===== config.mk =====
export PLATFORM = sky130hd
export DESIGN_NAME = fsteal_mapper
export DESIGN_NICKNAME = d
export VERILOG_FILES = /design/src/rtl/fsteal_pkg.sv /design/src/rtl/fsteal_pick.sv /design/src/rtl/fsteal_rowmap.sv /design/src/rtl/fsteal_ctrl.sv /design/src/rtl/fsteal_mapper.sv
export SDC_FILE = /design/constraint.sdc
export NUM_CORES = 1
export LEC_CHECK = 0
export ABC_CLOCK_PERIOD_IN_PS = 13100
export BUFFER_PORTS_ARGS = -buffer_cell sky130_fd_sc_hd__buf_2
export CAP_MARGIN = 30
export CORE_UTILIZATION = 35
export CTS_CLUSTER_SIZE = 8
export DETAILED_ROUTE_END_ITERATION = 16
export PLACE_DENSITY_LB_ADDON = 0.25
export SYNTH_ARGS = -nofsm -noshare
export SYNTH_HDL_FRONTEND = slang
export SYNTH_SLANG_ARGS = --single-unit

===== constraint.sdc =====
create_clock -name clk -period 13.1 [get_ports clk]
set_clock_uncertainty 0.2 [all_clocks]
set_input_delay 1.965 -clock clk [delete_from_list [all_inputs] [get_ports clk]]
set_output_delay 1.965 -clock clk [all_outputs]
set_load 0.02 [all_outputs]

===== src/rtl/fsteal_pkg.sv =====
package fsteal_pkg;

  typedef enum logic [1:0] {
    ST_IDLE = 2'd0,
    ST_RUN  = 2'd1,
    ST_FIN  = 2'd2
  } fsteal_state_e;

  // Logical column (1-based) given to physical column j (0-based)
  // once the row shift repairs column h.
  function automatic int shifted_col(input int j, input int h);
    return (j < h) ? (j + 1) : j;
  endfunction

endpackage


===== src/rtl/fsteal_pick.sv =====
module fsteal_pick #(
  parameter int NC = 6,
  parameter int CW = 3
) (
  input  logic [NC-1:0] blk,
  input  logic [NC-1:0] below,
  input  logic          mode_var,
  output logic [CW-1:0] h,
  output logic          fatal_row
);
  logic [NC-1:0] hit;
  logic [NC-1:0] hmask;
  logic [CW-1:0] right_blk;
  logic [CW-1:0] right_hit;
  logic          has_hit;

  assign hit     = blk & below;
  assign has_hit = |hit;

  always_comb begin
    right_blk = CW'(NC - 1);
    right_hit = '0;
    for (int j = 0; j < NC; j++) begin
      if (blk[j]) right_blk = CW'(j);
      if (hit[j]) right_hit = CW'(j);
    end
  end

  assign h = (mode_var && has_hit) ? right_hit : right_blk;

  always_comb begin
    hmask = '0;
    hmask[h] = 1'b1;
  end

  // Any faulty cell that would have to be borrowed (all blocked columns other than h).
  assign fatal_row = |(hit & ~hmask);

endmodule


===== src/rtl/fsteal_rowmap.sv =====
module fsteal_rowmap #(
  parameter int NC = 6,
  parameter int CW = 3
) (
  input  logic [NC-1:0]    blk,
  input  logic [CW-1:0]    h,
  output logic [NC-1:0]    use_cur,
  output logic [NC-1:0]    steal_nxt,
  output logic [NC*CW-1:0] col_val
);
  import fsteal_pkg::*;

  for (genvar j = 0; j < NC; j++) begin : g_col
    logic is_h;
    logic left_of_h;
    assign is_h         = (CW'(j) == h);
    assign left_of_h    = (CW'(j) < h);
    assign use_cur[j]   = ~blk[j] & ~is_h;
    assign steal_nxt[j] = blk[j] & ~is_h;
    assign col_val[j*CW +: CW] = left_of_h ? CW'(shifted_col(j, j + 1)) : CW'(j);
  end

endmodule


===== src/rtl/fsteal_ctrl.sv =====
module fsteal_ctrl #(
  parameter int ROWS = 4,
  parameter int RW   = 3
) (
  input  logic          clk,
  input  logic          rst_n,
  input  logic          start,
  output logic          launch,
  output logic          run,
  output logic          last_step,
  output logic          fin,
  output logic [RW-1:0] row
);
  import fsteal_pkg::*;

  fsteal_state_e state_q;
  logic [RW-1:0] row_q;

  assign launch    = start && (state_q == ST_IDLE);
  assign run       = (state_q == ST_RUN);
  assign fin       = (state_q == ST_FIN);
  assign last_step = run && (row_q == RW'(ROWS - 1));
  assign row       = row_q;

  always_ff @(posedge clk) begin
    if (!rst_n) begin
      state_q <= ST_IDLE;
      row_q   <= '0;
    end else begin
      case (state_q)
        ST_IDLE: if (start) begin
          state_q <= ST_RUN;
          row_q   <= '0;
        end
        ST_RUN: begin
          if (last_step) state_q <= ST_FIN;
          else           row_q   <= row_q + RW'(1);
        end
        ST_FIN:  state_q <= ST_IDLE;
        default: state_q <= ST_IDLE;
      endcase
    end
  end

endmodule


===== src/rtl/fsteal_mapper.sv =====
module fsteal_mapper #(
  parameter int ROWS = 4,
  parameter int COLS = 4,
  localparam int NR    = ROWS + 1,
  localparam int NC    = COLS + 1,
  localparam int NCELL = NR * NC,
  localparam int RW    = $clog2(ROWS + 2),
  localparam int CW    = $clog2(COLS + 2)
) (
  input  logic                clk,
  input  logic                rst_n,
  input  logic                start,
  input  logic                mode,
  input  logic [NCELL-1:0]    fault_map,
  output logic [NCELL*RW-1:0] lrow_o,
  output logic [NCELL*CW-1:0] lcol_o,
  output logic                done,
  output logic                fatal
);
  localparam int FW = $clog2(NCELL + 1);

  logic [NCELL-1:0] fault_q;
  logic             mode_q;
  logic [NC-1:0]    steal_q;
  logic [RW-1:0]    lrow_q [NCELL];
  logic [CW-1:0]    lcol_q [NCELL];
  logic             done_q;
  logic             fatal_q;

  // Named internal events
  logic          launch;
  logic          run;
  logic          last_step;
  logic          fin;
  logic [RW-1:0] row;
  logic [FW-1:0] base;
  logic [RW-1:0] row_lv;
  logic [NC-1:0] cur_flt;
  logic [NC-1:0] below_flt;
  logic [NC-1:0] blk;
  logic [CW-1:0] h;
  logic          row_fatal;
  logic [NC-1:0] use_cur;
  logic [NC-1:0] steal_nxt;
  logic [NC*CW-1:0] col_val;

  fsteal_ctrl #(.ROWS(ROWS), .RW(RW)) u_ctrl (
    .clk       (clk),
    .rst_n     (rst_n),
    .start     (start),
    .launch    (launch),
    .run       (run),
    .last_step (last_step),
    .fin       (fin),
    .row       (row)
  );

  assign base      = FW'(row) * FW'(NC);
  assign row_lv    = row + RW'(1);
  assign cur_flt   = fault_q[base +: NC];
  assign below_flt = fault_q[base + FW'(NC) +: NC];
  assign blk       = cur_flt | steal_q;

  fsteal_pick #(.NC(NC), .CW(CW)) u_pick (
    .blk       (blk),
    .below     (below_flt),
    .mode_var  (mode_q),
    .h         (h),
    .fatal_row (row_fatal)
  );

  fsteal_rowmap #(.NC(NC), .CW(CW)) u_rowmap (
    .blk       (blk),
    .h         (h),
    .use_cur   (use_cur),
    .steal_nxt (steal_nxt),
    .col_val   (col_val)
  );

  always_ff @(posedge clk) begin
    if (!rst_n) begin
      fault_q <= '0;
      mode_q  <= 1'b0;
      steal_q <= '0;
      done_q  <= 1'b0;
      fatal_q <= 1'b0;
      for (int p = 0; p < NCELL; p++) begin
        lrow_q[p] <= '0;
        lcol_q[p] <= '0;
      end
    end else if (launch) begin
      fault_q <= fault_map;
      mode_q  <= mode;
      steal_q <= '0;
      done_q  <= 1'b0;
      fatal_q <= 1'b0;
      for (int p = 0; p < NCELL; p++) begin
        lrow_q[p] <= '0;
        lcol_q[p] <= '0;
      end
    end else if (run) begin
      for (int c = 0; c < NC; c++) begin
        if (use_cur[c]) begin
          lrow_q[base + FW'(c)] <= row_lv;
          lcol_q[base + FW'(c)] <= col_val[c*CW +: CW];
        end
        if (steal_nxt[c]) begin
          lrow_q[base + FW'(NC + c)] <= row_lv;
          lcol_q[base + FW'(NC + c)] <= col_val[c*CW +: CW];
        end
      end
      steal_q <= steal_nxt;
      if (row_fatal) fatal_q <= 1'b1;
    end else if (fin) begin
      done_q <= 1'b1;
    end
  end

  for (genvar p = 0; p < NCELL; p++) begin : g_out
    assign lrow_o[p*RW +: RW] = lrow_q[p];
    assign lcol_o[p*CW +: CW] = lcol_q[p];
  end

  assign done  = done_q;
  assign fatal = fatal_q;

endmodule


==> metrics.md, run 1 <==
| Metric | Value |
|---|---|
| Via count | between 10,000 and 15,000 |
| Register area | 0.004768 mm2 |
| Slew headroom | 33.26% |
| Syn Inst Count | ~1,300 |
| Combinational Power Share | 24.4% |
| H-tree levels | 4 |
| Netlist cell types | between 90 and 100 |
| Number of diodes | 0 |
| Hold_buf cts | 0 |
| Cell Area, Synth | ~0.012 mm2 |
| Num ports | ~180 |
| Die Wd | between 150 and 200 um |
| P_leak | 5.683 nW |
| Filler Cell Count | about 3,500 |
| CTS Buf Count | 17 |
| Root buffer cell | clkbuf_16 |
| Minimum clock period | 8.236 ns |
| Share of the synthesized area in the top cell type | 24.25% |
| Worst Hold Class | reg2reg |
| PD cells | between 100 and 150 mW/mm2 |
| Drt initial violations | ~1,000 |
| Final-report setup violation count | 0 |
| Share of layout cells above drive strength 1 | between 20% and 30% |
| Initial antenna violation count | 0 |
| Placeable Area | between 0.03 and 0.04 mm2 |
| Hold Vio Cnt, Final | 0 |
| F_max | ~120 MHz |
| Synth Register Bits | roughly 190 |
| WP data arrival | ~8 ns |
| Post-synth top cells | nand2_1 (186), nor2_1 (143), edfxtp_1 (100), dfxtp_1 (88), a21oi_1 (85) |
| CP Data Required Time | between 10 and 15 ns |
| Worst Setup End Kind | flop |
| Worst-margin pin slew | between 0.9 and 1 ns |
| Cts repair resizes | 0 |
| Period utilization | a little over three fifths |
| P_int | 1.043 mW |
| Drt first pass iters | 5 |
| Post-route DRC violation count | 0 |
| Die Ht | approximately 190 um |
| Clock slew at reported path FFs | approximately 0.080 ns |
| CP Launch Type | flop |
| Most numerous cell in the Yosys netlist | nand2_1 |
| Worst Setup Path Type | reg2reg |
| Sequential fraction of the synthesis area | 38.47% |
| PortBufs | 180 |
| Clock latency on the worst-skew pair | ~0.48 ns |
| Peak VDD IR | about 0.093 mV |
| Leading area contributor after synthesis | edfxtp_1 |
| GPL Wtd Cong | 1.022 |
| Syn Nets | 1,382 |
| Fin Hold WS | approximately 0.26 ns |
| Multi-input gate area | 0.007166 mm2 |
| Total gr overflow | 0 |
| Slew Limit Fails | 0 |
| Ranking of synthesized cells by area | edfxtp_1 (24%), dfxtp_1 (14%), nand2_1 (5.6%) |
| Drt via density | just under 6 |
| Antenna viol nets, final | 0 |
| RSZ-0062 raised after global routing | no |
| Fraction of registers with async set/reset | 0% |
| Pre-CTS setup slack | approximately 5.0 ns |
| Tot GR Track Use | between 20% and 30% |
| Row cnt | 68 |
| Post-layout util | approximately 41% |
| Status | complete, no violations |
| Nets | 1,527 |
| Max clock buf depth | 2 |
| Clock Power Share | 33.2% |
| Largest net degree at the start of global routing | between 70 and 80 |
| Setup Buffers After CTS | 0 |
| Clk sink count | 188 |
| Setup_tns | 0 ns |
| Sw power | approximately 550 uW |
| CTS tree | built |
| Register share of total power | a little over two fifths |
| Initial Util | a little over a third |
| Mean cell area of the mapped netlist | roughly 9 um2 |
| Synthesis-to-layout area growth | 15.52% |
| Final worst setup slack | just under 5 ns |
| First-pass GRT wire length | 68,340 um |
| Maximum fanout along the worst path | 60 |
| Total chip power | roughly 1.6 mW |
| Per-cell routed wire length | between 20 and 25 um |
| Vias in the first global route | 10,881 |
| Die area | about 0.036 mm2 |
| Yosys synthesis warning count | 0 |
| Wirelength, routed | ~46,000 um |
| Primary FF master, synth | edfxtp_1 |
| DP HPWL | approximately 34,000 um |
| Sw Share | between 30% and 40% |
| Post-synth EDFFs | 100 |
| Max cap viols | 0 |
-- layout make-up --
class / count / share of cell area, %
Tap cell: 455 / 3.979
Clock inverter: 14 / 1.084
Timing Repair Buffer: 205 / 8.020
Inverter: 19 / 0.4985
Multi-Input combinational cell: 1052 / 50.09
Sequential cell: 188 / 33.33
Clock buffer: 18 / 3.000
-- worst paths after layout --
check,from,cells after the start,endpoint,slack (ns)
worst max-delay path,u_ctrl.row[0],19,lcol_q[20][0],4.86
worst min-delay path,steal_q[2],2,steal_q[2],0.26
worst min register to register,steal_q[2],2,steal_q[2],0.26
worst max register to register,u_ctrl.row[0],19,lcol_q[20][0],4.86
-- power groups by stage --
stage	combinational, mW	sequential, mW	clock [mW]
after detailed placement	0.382	0.688	0
after global routing	0.413	0.678	0.558
after CTS	0.384	0.675	0.539
after floorplan	0.225	0.717	0
final	0.389	0.675	0.528
after global placement	0.379	0.688	0
-- cell families (layout without fill, tap and decap cells) --
kind of cell,count (synthesis),count (layout),share of synthesized area (%)
buffers and inverters,98,256,3.698
and+or+nand+nor,575,575,22.03
xor gates and xnor gates,18,18,1.758
AOI/OAI and AO/OA,332,332,19.92
DFF,188,188,38.47
adders and majority gates,15,15,1.637
muxes,112,112,12.48
-- flip-flops by register name (all words and copies together) (netlist names) --
name,count
mode_q,1
done,1
steal_q,5
u_ctrl.row,3
fault_q,25
lrow_q,75
fatal,1
lcol_q,75
u_ctrl.state_q,2
-- through the flow --
stage | std cells | instance area [um2]
6_report | 1951 | 14310
5_1_grt | 1951 | 14310
3_5_place_dp | 1917 | 13690
3_3_place_gp | 1913 | 13620
4_1_cts | 1949 | 14270
2_1_floorplan | 1338 | 12380
-- worst max-delay path, cell delays in order (launching register included) --
cell and delay (ns):
dfxtp_4 0.56, buf_4 0.72, ha_1 0.22, buf_4 0.43, clkinv_1 0.63, ha_1 0.48, a21oi_1 0.33, xnor2_1 0.39
nand3_1 0.15, a311oi_1 0.40, o21bai_1 0.20, a21boi_0 0.36, o221a_1 0.52, nand2_1 0.29, a32oi_1 0.26, buf_4 0.26
nor3b_1 0.76, a21oi_1 0.20, a221oi_1 0.39, nor2_1 0.08
-- metal layers --
layer / up-vias / wire length [um] / share of wire (%) / global-route usage (%)
li1: 5311 / - / - / -
met1: 5584 / 20710 / 45 / 35.94
met2: 529 / 20170 / 44 / 38.18
met3: 63 / 3779 / 8.2 / 4.741
met4: 0 / 1212 / 2.6 / 9.988
met5: - / 0 / 0 / 0
-- placed cells by master, fill, tap and decap left out, types with 31 or more instances in the layout --
| cell type | n |
|---|---|
| dfxtp_1 | 87 |
| nand3_1 | 34 |
| nor2_1 | 143 |
| buf_2 | 182 |
| mux2i_1 | 57 |
| nor3_1 | 61 |
| mux4_2 | 31 |
| o21ai_0 | 31 |
| nand2_1 | 186 |
| a21oi_1 | 85 |
| edfxtp_1 | 100 |
| a21boi_0 | 34 |
| nor2b_1 | 31 |
No activity file was read; power rests on OpenSTA's default activity.
==> run 2: changes to the inputs <==
- ABC_CLOCK_PERIOD_IN_PS: 13100 -> 6600
- clock period: 13.1 -> 6.6 ns (I/O delays scaled with it)
==> run 2 against run 1 <==
Net effect: fmax grew 32%; sequential cell count is the same; final cell count grew 3.4%; via count grew 3.5%; sequential power grew 99%; non-clock buffer count grew 66; worst setup slack lost 4.5 ns; clock-buffer cell count grew 1; cell area grew 3.4%; wire length grew 1.9%.
==> metrics.md, run 2 (same netlist as run 1, synthesis figures left out) <==
| Metric | Value |
|---|---|
| Reg-to-reg slack, setup | about 0.36 ns |
| Row cnt | slightly below 70 |
| Clock Power Share | roughly a third |
| Register area | 0.004768 mm2 |
| Most used cell, CP | buf_4 |
| F_max | about 160 MHz |
| Worst Hold Class | reg2reg |
| Sw Share | between 30% and 40% |
| Drt initial violations | between 1,000 and 1,500 |
| Setup_tns | 0 ns |
| R2R Path End | lrow_q[13][0] |
| Combinational Power Share | between 20% and 30% |
| Die area | approximately 0.036 mm2 |
| Final-report setup violation count | 0 |
| Clock latency on the worst-skew pair | between 0.4 and 0.5 ns |
| Largest net degree at the start of global routing | between 40 and 50 |
| Max clock buf depth | 2 |
| Clock slew at reported path FFs | approximately 0.080 ns |
| Die Ht | roughly 190 um |
| Status | complete, no violations |
| Slew Limit Fails | 0 |
| Hold Vio Cnt, Final | 0 |
| H-tree levels | 4 |
| PortBufs | 180 |
| Max cap viols | 0 |
| Antenna viol nets, final | 0 |
| Worst-path cell chain | ha_1 > buf_4 > ha_1 > a21oi_1 > buf_4 > xnor2_1 > nor4_1 > or3_1 > a2bb2oi_4 > a31oi_2 > o221a_1 > a211oi_4 > buf_4 > mux2i_1 > buf_4 > o2bb2ai_1 > nor3b_1 > nand2_1 |
| Worst-margin pin slew | around 1.0 ns |
| Initial antenna violation count | 0 |
| GPL Wtd Cong | just over 1 |
| Vias in the first global route | ~11,000 |
| Via count | ~12,000 |
| Slew headroom | approximately 30% |
| Tot GR Track Use | 26.06% |
| Worst reg-to-reg path cell count | 18 |
| Most frequent cells in the layout | nand2_1 (186), buf_2 (180), nor2_1 (143) |
| Worst Setup End Kind | flop |
| RSZ-0062 raised after global routing | no |
| Peak VDD IR | between 0.2 and 0.25 mV |
| CTS Buf Count | 17 |
| Initial Util | a little over a third |
| Placeable Area | 0.03471 mm2 |
| Hold Startpoint | lcol_q[14][2] |
| Drt via density | around 5.9 |
| Minimum clock period | 6.241 ns |
| Top delay family on crit path | compound AO/OA/AOI/OAI gates |
| Multi-input gate area | 0.007166 mm2 |
| Sw power | 1.099 mW |
| WP data arrival | about 6.2 ns |
| Post-layout util | between 40 and 50% |
| P_int | roughly 2.1 mW |
| FF-to-FF Start | u_ctrl.row[2] |
| Maximum fanout along the worst path | 16 |
| Setup Buffers After CTS | 0 |
| Hold endpoint | lcol_q[14][2] |
| Slowest cell on the critical path | nor3b_1 |
| Hold_buf cts | 0 |
| Total gr overflow | 0 |
| Post-route DRC violation count | 0 |
| Drt first pass iters | 8 |
| Cts repair resizes | 0 |
| Root buffer cell | clkbuf_16 |
| PD cells | 216.3 mW/mm2 |
| Die Wd | about 190 um |
| CP Data Required Time | 6.56 ns |
| Share of layout cells above drive strength 1 | a little over a quarter |
| CTS tree | built |
| WHS Path Cells | 1 |
| DP HPWL | between 30,000 and 40,000 um |
| Per-cell routed wire length | around 23 um |
| Synthesis-to-layout area growth | 19.41% |
| Period utilization | 94.56% |
| Nets | 1,593 |
| Number of diodes | 0 |
| Buf/Inv on CP | 4 |
| CP Launch Type | flop |
| Register share of total power | a little over two fifths |
| Wirelength, routed | 46,760 um |
| Worst Setup Path Type | reg2reg |
| Clk sink count | between 150 and 200 |
| Num ports | about 180 |
| CP peak stage delay | around 0.55 ns |
| First-pass GRT wire length | about 70,000 um |
| Filler Cell Count | around 3,400 |
| Commonest non-fill, non-tap cell in the layout | nand2_1 |
| P_leak | about 6 nW |
| Regs by FF count | lcol_q x75, lrow_q x75, fault_q x25 |
==> run 2: worst max path at each step <==
| stage | from | end | slack, ns | cells past startpoint |
|---|---|---|---|---|
| 6_report | u_ctrl.row[2] | lrow_q[13][0] | 0.36 | 18 |
| 5_1_grt | u_ctrl.row[2] | lrow_q[22][0] | 0.08 | 18 |
| 4_1_cts | u_ctrl.row[2] | lcol_q[13][0] | 0.48 | 18 |
| 3_5_place_dp | u_ctrl.row[2] | lcol_q[13][0] | 0.49 | 18 |
| 3_3_place_gp | u_ctrl.row[2] | lrow_q[11][2] | 0.59 | 16 |
| 2_1_floorplan | u_ctrl.row[2] | lcol_q[23][0] | 0.68 | 21 |
==> run 2: cell type report <==
type / instances / share of cell area (%)
tap: 455 / 3.850
timing repair buffer: 271 / 10.98
clock inverter: 13 / 1.058
inverter: 19 / 0.4823
multi-input combinational: 1052 / 48.46
clock buffer: 19 / 2.927
sequential: 188 / 32.24
==> run 2: per-stage QoR <==
stage	area [um2]	hold slack, ns	total power, mW	std cells	worst slack (ns)
finish	14790	0.2644	3.198	2017	0.3591
detailed placement	14170	0.2388	2.153	1984	0.4930
CTS	14760	0.2670	3.203	2016	0.4755
floorplan	12380	0.2319	1.870	1338	0.6837
global placement	14140	0.2563	2.150	1982	0.5871
global route	14790	0.2918	3.321	2017	0.08120
==> run 2: power groups by stage <==
stage | clock network, mW | registers [mW] | logic (mW)
floorplan | 0 | 1.42 | 0.447
global placement | 0 | 1.36 | 0.785
detailed placement | 0 | 1.37 | 0.787
CTS | 1.07 | 1.34 | 0.790
global route | 1.12 | 1.35 | 0.854
finish | 1.05 | 1.34 | 0.806
==> run 2: routing by layer <==
| layer | share of wire [%] | routed length, um | global-route usage [%] |
|---|---|---|---|
| met3 | 8.9 | 4140 | 5.294 |
| met5 | 0 | 0 | 0 |
| met2 | 43 | 20010 | 38.60 |
| met4 | 2.8 | 1303 | 8.623 |
| met1 | 46 | 21310 | 37.51 |
